## config.mk

```make
export PLATFORM = sky130hd
export DESIGN_NAME = nand_parity_acc
export DESIGN_NICKNAME = d
export VERILOG_FILES = /design/src/rtl/nand_ecc_pkg.sv /design/src/rtl/nand_col_parity.sv /design/src/rtl/nand_row_parity.sv /design/src/rtl/nand_result_bank.sv /design/src/rtl/nand_parity_acc.sv
export SDC_FILE = /design/constraint.sdc
export NUM_CORES = 1
export LEC_CHECK = 0
export BUFFER_PORTS_ARGS = -buffer_cell sky130_fd_sc_hd__clkbuf_2
export CAP_MARGIN = 30
export CORE_ASPECT_RATIO = 0.5
export CORE_MARGIN = 4
export CORE_UTILIZATION = 45
export DETAILED_ROUTE_END_ITERATION = 16
export PLACE_DENSITY = 0.73
export SLEW_MARGIN = 10
export SYNTH_ARGS = -nofsm -noshare
export SYNTH_HDL_FRONTEND = slang
export SYNTH_SLANG_ARGS = --single-unit
export TNS_END_PERCENT = 5
```

## constraint.sdc

```tcl
create_clock -name clk -period 5.6 [get_ports clk]
set_input_delay 0.56 -clock clk [delete_from_list [all_inputs] [get_ports clk]]
set_output_delay 0.56 -clock clk [all_outputs]
set_load 0.005 [all_outputs]
```

## src/rtl/nand_ecc_pkg.sv

```systemverilog
package nand_ecc_pkg;
    localparam int unsigned ECC_RES_W    = 32;
    localparam int unsigned ECC_SLOT_MAX = 9;
    localparam int unsigned ECC_BLK_MAX  = 512;
    localparam int unsigned ECC_CS_NUM   = 8;
    localparam int unsigned ECC_DATA_W   = 16;
endpackage

```

## src/rtl/nand_col_parity.sv

```systemverilog
module nand_col_parity #(
    parameter int unsigned DATA_W = 16,
    localparam int unsigned LOG_W = $clog2(DATA_W),
    localparam int unsigned LOG_N = LOG_W - 1,
    localparam int unsigned COL_W = 2 * LOG_W
) (
    input  logic [DATA_W-1:0] data,
    input  logic              wide,
    output logic [COL_W-1:0]  col
);
    for (genvar m = 0; m < LOG_W; m++) begin : g_pair
        logic hi, lo;
        always_comb begin
            hi = 1'b0;
            lo = 1'b0;
            for (int i = 0; i < DATA_W; i++) begin
                if (((i >> m) & 1) == 1) hi = hi ^ data[i];
                else                     lo = lo ^ data[i];
            end
        end
        if (m >= LOG_N) begin : g_wide_only
            assign col[2*m]   = wide & hi;
            assign col[2*m+1] = wide & lo;
        end else begin : g_both
            assign col[2*m]   = hi;
            assign col[2*m+1] = lo;
        end
    end
endmodule

```

## src/rtl/nand_row_parity.sv

```systemverilog
module nand_row_parity #(
    parameter int unsigned IDX_W = 9,
    localparam int unsigned ROW_W = 2 * IDX_W
) (
    input  logic [IDX_W-1:0] idx,
    input  logic             par,
    output logic [ROW_W-1:0] row
);
    for (genvar j = 0; j < IDX_W; j++) begin : g_bit
        assign row[2*j]   = par & idx[j];
        assign row[2*j+1] = par & ~idx[j];
    end
endmodule

```

## src/rtl/nand_result_bank.sv

```systemverilog
module nand_result_bank #(
    parameter int unsigned SLOTS = 9,
    parameter int unsigned RES_W = 32,
    localparam int unsigned PTR_W = $clog2(SLOTS + 1)
) (
    input  logic                   clk,
    input  logic                   rst_n,
    input  logic                   clr,
    input  logic                   wr_en,
    input  logic [PTR_W-1:0]       wr_ptr,
    input  logic [RES_W-1:0]       wr_data,
    output logic [SLOTS-1:0]       vld,
    output logic [SLOTS*RES_W-1:0] res_flat
);
    typedef struct packed {
        logic [SLOTS-1:0][RES_W-1:0] res;
        logic [SLOTS-1:0]            vld;
    } bank_t;

    bank_t s_d, s_q;

    always_comb begin
        s_d = s_q;
        if (clr) begin
            s_d = '0;
        end else if (wr_en && (wr_ptr < PTR_W'(SLOTS))) begin
            s_d.res[wr_ptr] = wr_data;
            s_d.vld[wr_ptr] = 1'b1;
        end
    end

    always_ff @(posedge clk or negedge rst_n) begin
        if (!rst_n) s_q <= '0;
        else        s_q <= s_d;
    end

    assign vld      = s_q.vld;
    assign res_flat = s_q.res;

    for (genvar k = 0; k < SLOTS; k++) begin : g_chk
        p_valid_sticky_r7: assert property (@(posedge clk) disable iff (!rst_n)
            s_q.vld[k] && !clr |=> s_q.vld[k]);
    end

    p_write_in_range_r9: assert property (@(posedge clk) disable iff (!rst_n)
        wr_en |-> (wr_ptr < PTR_W'(SLOTS)));
endmodule

```

## src/rtl/nand_parity_acc.sv

```systemverilog
module nand_parity_acc
    import nand_ecc_pkg::*;
#(
    parameter int unsigned NUM_CS  = ECC_CS_NUM,
    parameter int unsigned DATA_W  = ECC_DATA_W,
    parameter int unsigned BLK_MAX = ECC_BLK_MAX,
    parameter int unsigned SLOTS   = ECC_SLOT_MAX,
    parameter int unsigned RES_W   = ECC_RES_W,
    localparam int unsigned CS_W   = $clog2(NUM_CS),
    localparam int unsigned IDX_W  = $clog2(BLK_MAX),
    localparam int unsigned PTR_W  = $clog2(SLOTS + 1),
    localparam int unsigned COL_W  = 2 * $clog2(DATA_W),
    localparam int unsigned ROW_W  = 2 * IDX_W,
    localparam int unsigned PAD_W  = RES_W - ROW_W - COL_W,
    localparam int unsigned HALF_W = DATA_W / 2
) (
    input  logic                   clk,
    input  logic                   rst_n,
    input  logic [CS_W-1:0]        cfg_cs,
    input  logic                   cfg_wide,
    input  logic [IDX_W-1:0]       cfg_blk_m1,
    input  logic [PTR_W-1:0]       cfg_res_m1,
    input  logic                   ctx_clr,
    input  logic                   arm,
    input  logic                   beat_vld,
    input  logic [CS_W-1:0]        beat_cs,
    input  logic [DATA_W-1:0]      beat_data,
    output logic                   busy,
    output logic                   done,
    output logic [SLOTS-1:0]       res_valid,
    output logic [SLOTS*RES_W-1:0] res_flat
);
    typedef struct packed {
        logic             run;
        logic             done;
        logic [IDX_W-1:0] cnt;
        logic [PTR_W-1:0] ptr;
        logic [COL_W-1:0] col;
        logic [ROW_W-1:0] row;
    } ctx_t;

    ctx_t c_d, c_q;

    logic [DATA_W-1:0] beat_m;
    logic [COL_W-1:0]  beat_col;
    logic [ROW_W-1:0]  beat_row;
    logic              beat_par;
    logic              take;
    logic              last_beat;
    logic [PTR_W-1:0]  res_last;
    logic              wr_en;
    logic [RES_W-1:0]  wr_data;
    logic [COL_W-1:0]  col_new;
    logic [ROW_W-1:0]  row_new;

    assign beat_m   = cfg_wide ? beat_data : {{HALF_W{1'b0}}, beat_data[HALF_W-1:0]};
    assign beat_par = ^beat_m;

    nand_col_parity #(.DATA_W(DATA_W)) u_col (
        .data (beat_m),
        .wide (cfg_wide),
        .col  (beat_col)
    );

    nand_row_parity #(.IDX_W(IDX_W)) u_row (
        .idx (c_q.cnt),
        .par (beat_par),
        .row (beat_row)
    );

    assign res_last  = (cfg_res_m1 > PTR_W'(SLOTS - 1)) ? PTR_W'(SLOTS - 1) : cfg_res_m1;
    assign take      = c_q.run && beat_vld && (beat_cs == cfg_cs) && !ctx_clr;
    assign last_beat = (c_q.cnt == cfg_blk_m1);
    assign col_new   = c_q.col ^ beat_col;
    assign row_new   = c_q.row ^ beat_row;

    always_comb begin
        c_d     = c_q;
        wr_en   = 1'b0;
        wr_data = {{PAD_W{1'b0}}, row_new, col_new};
        if (ctx_clr) begin
            c_d     = '0;
            c_d.run = arm;
        end else begin
            if (arm && !c_q.run && !c_q.done) c_d.run = 1'b1;
            if (take) begin
                if (last_beat) begin
                    wr_en   = 1'b1;
                    c_d.col = '0;
                    c_d.row = '0;
                    c_d.cnt = '0;
                    c_d.ptr = c_q.ptr + PTR_W'(1);
                    if (c_q.ptr == res_last) begin
                        c_d.run  = 1'b0;
                        c_d.done = 1'b1;
                    end
                end else begin
                    c_d.col = col_new;
                    c_d.row = row_new;
                    c_d.cnt = c_q.cnt + IDX_W'(1);
                end
            end
        end
    end

    always_ff @(posedge clk or negedge rst_n) begin
        if (!rst_n) c_q <= '0;
        else        c_q <= c_d;
    end

    nand_result_bank #(.SLOTS(SLOTS), .RES_W(RES_W)) u_bank (
        .clk      (clk),
        .rst_n    (rst_n),
        .clr      (ctx_clr),
        .wr_en    (wr_en),
        .wr_ptr   (c_q.ptr),
        .wr_data  (wr_data),
        .vld      (res_valid),
        .res_flat (res_flat)
    );

    assign busy = c_q.run;
    assign done = c_q.done;

    p_done_idle_r9: assert property (@(posedge clk) disable iff (!rst_n)
        c_q.done |-> !c_q.run);

    p_fill_order_r7: assert property (@(posedge clk) disable iff (!rst_n)
        (res_valid & (res_valid + SLOTS'(1))) == '0);

    p_valid_count_r7: assert property (@(posedge clk) disable iff (!rst_n)
        $countones(res_valid) == int'(c_q.ptr));

    p_foreign_cs_r5: assert property (@(posedge clk) disable iff (!rst_n)
        beat_vld && (beat_cs != cfg_cs) && !ctx_clr |=> $stable(c_q.cnt) && $stable(res_valid));

    p_clear_r10: assert property (@(posedge clk) disable iff (!rst_n)
        ctx_clr |=> (res_valid == '0) && !c_q.done);

    p_idle_r6: assert property (@(posedge clk) disable iff (!rst_n)
        !c_q.run && !ctx_clr |=> $stable(c_q.cnt) && $stable(res_valid));
endmodule

```

=== After elaboration in Yosys (flattened, before gate mapping) ===
Cells that the tools add are included.

* $add $sub $neg: 2
* Magnitude comparators: 4
* Eq/ne operators: 3
* Multiplexer cells: 20
* Bitwise operators: 84
* Reduce and logical (&&, ||, !) cells: 17

{| class="wikitable"
|+ Operator list
! kind !! count
|-
| two-way mux 297 bit || 2
|-
| bitwise mux 288 bit || 1
|-
| demux 32 bit (select 4 bit) || 1
|-
| two-way mux 41 bit || 2
|-
| bitwise XOR 1 bit || 52
|-
| two-way mux 32 bit || 1
|-
| two-way mux 26 bit || 1
|-
| AND 1 bit || 20
|-
| bitwise XOR 18 bit || 1
|-
| two-way mux 16 bit || 1
|-
| XOR reduction 16 bit || 1
|-
| adder 9 x 1 -> 9 bit (second input constant) || 1
|-
| == test 9 bit || 1
|-
| two-way mux 9 bit || 1
|-
| NOT 1 bit || 9
|-
| bitwise OR 9 bit || 1
|-
| two-way mux 4 bit || 2
|-
| nonzero test 2 bit || 4
|-
| bitwise XOR 8 bit || 1
|-
| logical AND 1 bit || 7
|-
| < comparator 4 x 5 -> 1 bit (second input constant) || 1
|-
| two-way mux 1 bit || 5
|-
| adder 4 x 1 -> 4 bit (second input constant) || 1
|-
| demux 1 bit (select 4 bit) || 1
|-
| 9 further kinds || 12
|}

* Bits in registers: 338
* Input port bits: 41
* Output and inout port bits: 299
* Word-level logic and storage cells: 146

=== Depth between registers and ports, before layout ===
* Depth in word-level cells: 13
* Gate-level depth with buffers: 10
* Depth with buffers taken out: 6

=== By module ===
A second synthesis with hierarchy kept.

* Cell total of the unflattened synthesis: 1,405
* Area, all modules: 16,139.2 um^2

{| class="wikitable"
|+ By module, submodules not included
! module !! times used !! cells an instance !! area an instance (um^2) !! seq. area each (um^2)
|-
| nand_result_bank || 1 || 1,041 || 12,972.4 || 7,432.1
|-
| nand_parity_acc || 1 || 302 || 2,667.6 || 1,026.0
|-
| nand_col_parity || 1 || 43 || 377.9 || 0.0
|-
| nand_row_parity || 1 || 19 || 121.4 || 0.0
|}

=== Worst setup path before layout ===
Ideal clock, no wire load.

* Path kind: input to register
* From: in cfg_cs[2]
* To: reg u_bank.s_q (netlist bit u_bank.res_flat[210])
* Setup time: 0.128 ns
* Arrival: 2.431 ns
* Data required time: 5.472 ns
* Slack: 3.041 ns
* Cell stages on the path: 9
* Buffers on the path: 3
* Cells stage by stage: xor2_1 > or4_4 > nor4_4 > buf_6 > buf_12 > nand3_4 > buf_4 > a211oi_1 > nor3_1

* Word-level cells in the longest chain between the ends: 7

{| class="wikitable"
|+ RTL lines
! element !! line !! RTL
|-
| start, declared || nand_parity_acc.sv:19 || <nowiki>input logic [CS_W-1:0] cfg_cs,</nowiki>
|-
| == test 3 bit || nand_parity_acc.sv:72 || <nowiki>assign take = c_q.run && beat_vld && (beat_cs == cfg_cs) && !ctx_clr;</nowiki>
|-
| logical AND 1 bit (2 in a row) || nand_parity_acc.sv:72 ||
|-
| two-way mux 1 bit || nand_parity_acc.sv:86 || <nowiki>if (take) begin</nowiki>
|-
| two-way mux 1 bit || nand_parity_acc.sv:81 || <nowiki>if (ctx_clr) begin</nowiki>
|-
| logical AND 1 bit || nand_result_bank.sv:26 || <nowiki>end else if (wr_en && (wr_ptr < PTR_W'(SLOTS))) begin</nowiki>
|-
| nonzero test 2 bit (no source line) || n/a ||
|-
| end signal, assigned || nand_result_bank.sv:33 || <nowiki>if (!rst_n) s_q <= '0;</nowiki>
|-
| end signal, assigned || nand_result_bank.sv:34 || <nowiki>else s_q <= s_d;</nowiki>
|-
| end, declared || nand_result_bank.sv:20 || <nowiki>bank_t s_d, s_q;</nowiki>
|}

No other way between the ends.
A chain may end at the register's enable or synchronous reset.

=== Worst setup path after layout ===
* From: reg c_q[34] in the netlist's numbering
* To: reg u_bank.s_q (netlist bit u_bank.res_flat[245])

* Word-level cells in the longest chain between the ends: 6

{| class="wikitable"
|+ RTL lines
! element !! line !! RTL
|-
| start, declared || nand_parity_acc.sv:42 || <nowiki>ctx_t c_d, c_q;</nowiki>
|-
| start signal, assigned || nand_parity_acc.sv:107 || <nowiki>if (!rst_n) c_q <= '0;</nowiki>
|-
| start signal, assigned || nand_parity_acc.sv:108 || <nowiki>else c_q <= c_d;</nowiki>
|-
| == test 9 bit || nand_parity_acc.sv:73 || <nowiki>assign last_beat = (c_q.cnt == cfg_blk_m1);</nowiki>
|-
| two-way mux 1 bit || nand_parity_acc.sv:87 || <nowiki>if (last_beat) begin</nowiki>
|-
| two-way mux 1 bit || nand_parity_acc.sv:86 ||
|-
| two-way mux 1 bit || nand_parity_acc.sv:81 ||
|-
| logical AND 1 bit || nand_result_bank.sv:26 ||
|-
| nonzero test 2 bit (no source line) || n/a ||
|}

No other way between the ends.

==> results.rst <==
.. list-table::
   :header-rows: 1

   * - Metric
     - Value
   * - Count of state elements after synthesis
     - 284
   * - Area growth from synthesis to final layout
     - 14.7%
   * - IO buf count
     - 285
   * - Post-DP Area
     - 15700 µm²
   * - Chip width
     - 263 µm
   * - Mapped Avg Cell Area
     - 9.67 µm²
   * - Cell count along the critical path
     - 7
   * - Status
     - completed
   * - DRC violations left
     - 0
   * - Area leader, netlist
     - dfrtp_1
   * - Crit-path cells
     - xnor2_1, nand2_1, nor4_4, and3_1, buf_4, nor2_1, a311oi_1
   * - Synth Warn #
     - 0
   * - Number of ports placed on the die boundary
     - 340
   * - Actual slew at the worst max-slew pin
     - 0.996 ns
   * - Vias
     - 12782
   * - Clock tree from TritonCTS
     - built
   * - Maximum clock frequency
     - 273 MHz
   * - Biggest fanout along the worst timing path
     - 28
   * - Data arrival time of the critical path
     - 4.10 ns
   * - Layout cell share with drive strength beyond 1
     - 23.4%
   * - Top flip-flop cell by instance count after synthesis
     - dfrtp_1
   * - Worst setup path class
     - reg -> reg
   * - Clock Path Buffers
     - 3
   * - Ys async rst share
     - 100%
   * - Number of endpoints failing setup at the final stage
     - 0
   * - Setup repair after global routing missed its margin
     - false
   * - Worst setup skew after layout
     - 0.0193 ns
   * - Final hold viol count
     - 0
   * - Clock sink total
     - 284
   * - Number of distinct standard cells referenced by the synthesized netlist
     - 48
   * - Depth of the worst register-to-register path
     - 7
   * - Number of maximum-capacitance constraint violations
     - 0
   * - WL per Instance
     - 21.8 µm
   * - Die outline area
     - 35600 µm²
   * - CTS resizes
     - 0
   * - Capturing instance or port of the critical path
     - u_bank.res_flat[245]$_DFFE_PN0P_
   * - Die H
     - 135 µm
   * - Iter 0 DRT Violations
     - 1305
   * - Vias in the first global route
     - 11771
   * - Postcts setup bufs
     - 0
   * - Final total power
     - 4.95 mW
   * - Global routing usage summed across all routing layers
     - 25.1%
   * - CTS H-tree depth
     - 1
   * - Crit start category
     - register
   * - Flop-to-flop setup slack
     - 1.94 ns
   * - Number of buffers inserted for hold repair after clock tree synthesis
     - 0
   * - Fill count
     - 2848
   * - Clock tree root buffer cell
     - clkbuf_16
   * - CTS buffer count
     - 28
   * - Cell row count
     - 46
   * - Total Routed Length
     - 46.7 mm
   * - Startpoint of the worst register-to-register path
     - c_q[34]$_DFFE_PN0P_
   * - Type of element capturing the critical path
     - register
   * - Number of antenna-violating nets in the routed design
     - 0
   * - Worst setup slack before clock tree synthesis
     - 1.94 ns
   * - Crit path launch
     - c_q[34]$_DFFE_PN0P_
   * - Sequential element share of the synthesized area
     - 48.6%
   * - Data required, critical path
     - 6.04 ns
   * - Crit path max-delay cell type
     - dfrtp_1
   * - Highest ir drop seen on vdd
     - 0.000366 V
   * - Antenna violations before repair
     - 5
   * - Combined area of all synthesized cells
     - 14600 µm²
   * - Count of buffer and inverter cells on the critical path
     - 1
   * - Cell family with the largest share of critical-path delay
     - simple AND/OR/NAND/NOR gates
   * - Net total in the final layout
     - 1732
   * - Final global-route overflow total
     - 0
   * - Final slew viol count
     - 0
   * - Slew headroom
     - 33.6%
   * - Class of the most critical hold timing path
     - in -> async
   * - Vias/cell
     - 5.97
   * - Final Wtd Congestion
     - 0.853
   * - Slack of the critical path
     - 1.94 ns
   * - Half-perimeter wire length of the detailed placement result
     - 30.8 mm
   * - Finished Cell Area
     - 16800 µm²
   * - PwrDens
     - 296 nW/µm²
   * - Biggest area contributors in the synthesized netlist
     - dfrtp_1, a211oi_1, and4_1
   * - Starting Density
     - 45.9%
   * - Number of flops mapped to enable cells by yosys
     - 0
   * - Leakage power figure
     - 7.68 nW
   * - Worst stage delay on the critical path
     - 0.97 ns
   * - Worst R2R End
     - u_bank.res_flat[245]$_DFFE_PN0P_
   * - Area of the core
     - 31800 µm²
   * - Largest net degree at the start of global routing
     - 124
   * - Period utilization
     - 65.3%
   * - Top cell type's share of synthesized area
     - 48.6%
   * - Time the final worst path needs with I/O delays and setup
     - 3.66 ns
   * - Number of optimization iterations in the first detailed-route pass
     - 5
   * - Clock slew seen by the registers of the worst setup and hold paths
     - 0.07 ns
   * - Setup_tns
     - 0 ns
   * - Wire length of the first global-routing pass
     - 71.2 mm
   * - Number of instances in the synthesized netlist
     - 1510
   * - Skew-Pair Late Insertion Delay
     - 0.56 ns
[worst min-delay path by stage]
stage / end / start / depth (start not counted)
after floorplan: busy$_DFF_PN0_ / rst_n / 0
after global routing: u_bank.res_flat[67]$_DFFE_PN0P_ / rst_n / 1
after detailed placement: c_q[24]$_DFFE_PN0P_ / c_q[24]$_DFFE_PN0P_ / 1
after CTS: u_bank.res_flat[67]$_DFFE_PN0P_ / rst_n / 1
final: u_bank.res_flat[67]$_DFFE_PN0P_ / rst_n / 1
after global placement: c_q[24]$_DFFE_PN0P_ / c_q[24]$_DFFE_PN0P_ / 1
[layer usage]
layer  share of wire [%]  up-vias  track usage [%]  wire, µm
li1                    -     5701                -         -
met1                  43     6376             36.9     20000
met2                  45      615             38.2     21100
met3                 8.8       86             4.94      4120
met4                 3.0        4             7.19      1380
met5               0.058        -                0        27
[layout make-up]
cell class	count	area [µm²]	area share (%)
Timing Repair Buffer	320	1730	10.3
Sequential cell	284	7110	42.4
Inverter	10	37.5	0.224
Clock buffer	37	806	4.81
Tap cell	432	541	3.23
Multi-Input combinational cell	1041	6330	37.8
Antenna cell	4	10.0	0.0598
Clock inverter	13	188	1.12
[metrics by stage]
step / hold WS, ns / utilization [%] / instances
6_report: 0.0354 / 52.6 / 2141
4_1_cts: 0.117 / 52.4 / 2133
5_1_grt: 0.151 / 52.6 / 2140
3_3_place_gp: 0.476 / 49.3 / 2081
2_1_floorplan: 0.264 / - / 1563
3_5_place_dp: 0.483 / 49.3 / 2083
[power breakdown]
group          total [mW]  internal [mW]  switching (mW)
Sequential           2.06           2.06         0.00673
Combinational       0.838          0.145           0.693
Clock                2.05           1.20           0.850
Total                4.95           3.40            1.55
[synth_stat cells (21+ instances only)]
| library cell | n |
|---|---|
| dfrtp_1 | 284 |
| nand2_1 | 151 |
| nor2_1 | 146 |
| a211oi_1 | 99 |
| o21ai_0 | 92 |
| clkbuf_1 | 91 |
| and4_1 | 81 |
| a311oi_1 | 80 |
| nor3_1 | 76 |
| buf_4 | 70 |
| a21oi_1 | 56 |
| xnor2_1 | 38 |
| buf_2 | 34 |
| nand3_1 | 24 |
| buf_6 | 23 |
| and3_1 | 21 |
[flip-flops by register name (all words and copies together), names as in the netlist]
name,cells
u_bank.res_flat,234
u_bank.vld,9
busy,1
c_q,39
done,1
[cell families after synthesis]
logic type	count (synthesis)	synth area share, %
AND/OR/NAND/NOR	555	20.0
adder cells (fa/ha/maj)	6	0.514
other	1	0.0257
XOR/XNOR	63	4.33
flip-flops	284	48.6
buffers and inverters	238	9.50
multiplexers	1	0.0685
AO/OA/AOI/OAI	362	16.9
[layout by cell type, fill, tap and decap left out, drive strengths merged, types with 2 or more instances in the layout]
| master | Yosys | routed |
|---|---|---|
| o211ai | 18 | 18 |
| clkinvlp | 0 | 5 |
| nand2 | 153 | 153 |
| dfrtp | 284 | 284 |
| xor3 | 2 | 2 |
| bufinv | 0 | 4 |
| a211oi | 99 | 99 |
| xnor2 | 40 | 40 |
| a21oi | 56 | 56 |
| or3 | 9 | 9 |
| ha | 6 | 6 |
| and3 | 21 | 21 |
| a311oi | 81 | 81 |
| clkinv | 0 | 2 |
| nor3 | 76 | 76 |
| inv | 10 | 12 |
| buf | 137 | 35 |
| conb | 1 | 54 |
| or4 | 15 | 15 |
| and4 | 81 | 81 |
| a22o | 6 | 6 |
| nor2 | 147 | 147 |
| xor2 | 19 | 19 |
| xnor3 | 2 | 2 |
| o21ai | 101 | 101 |
| nor4 | 11 | 11 |
| and2 | 6 | 6 |
| diode | 0 | 4 |
| clkbuf | 91 | 322 |
| nand3 | 30 | 30 |
| nand4 | 3 | 3 |
(Power assumes the default switching activity.)
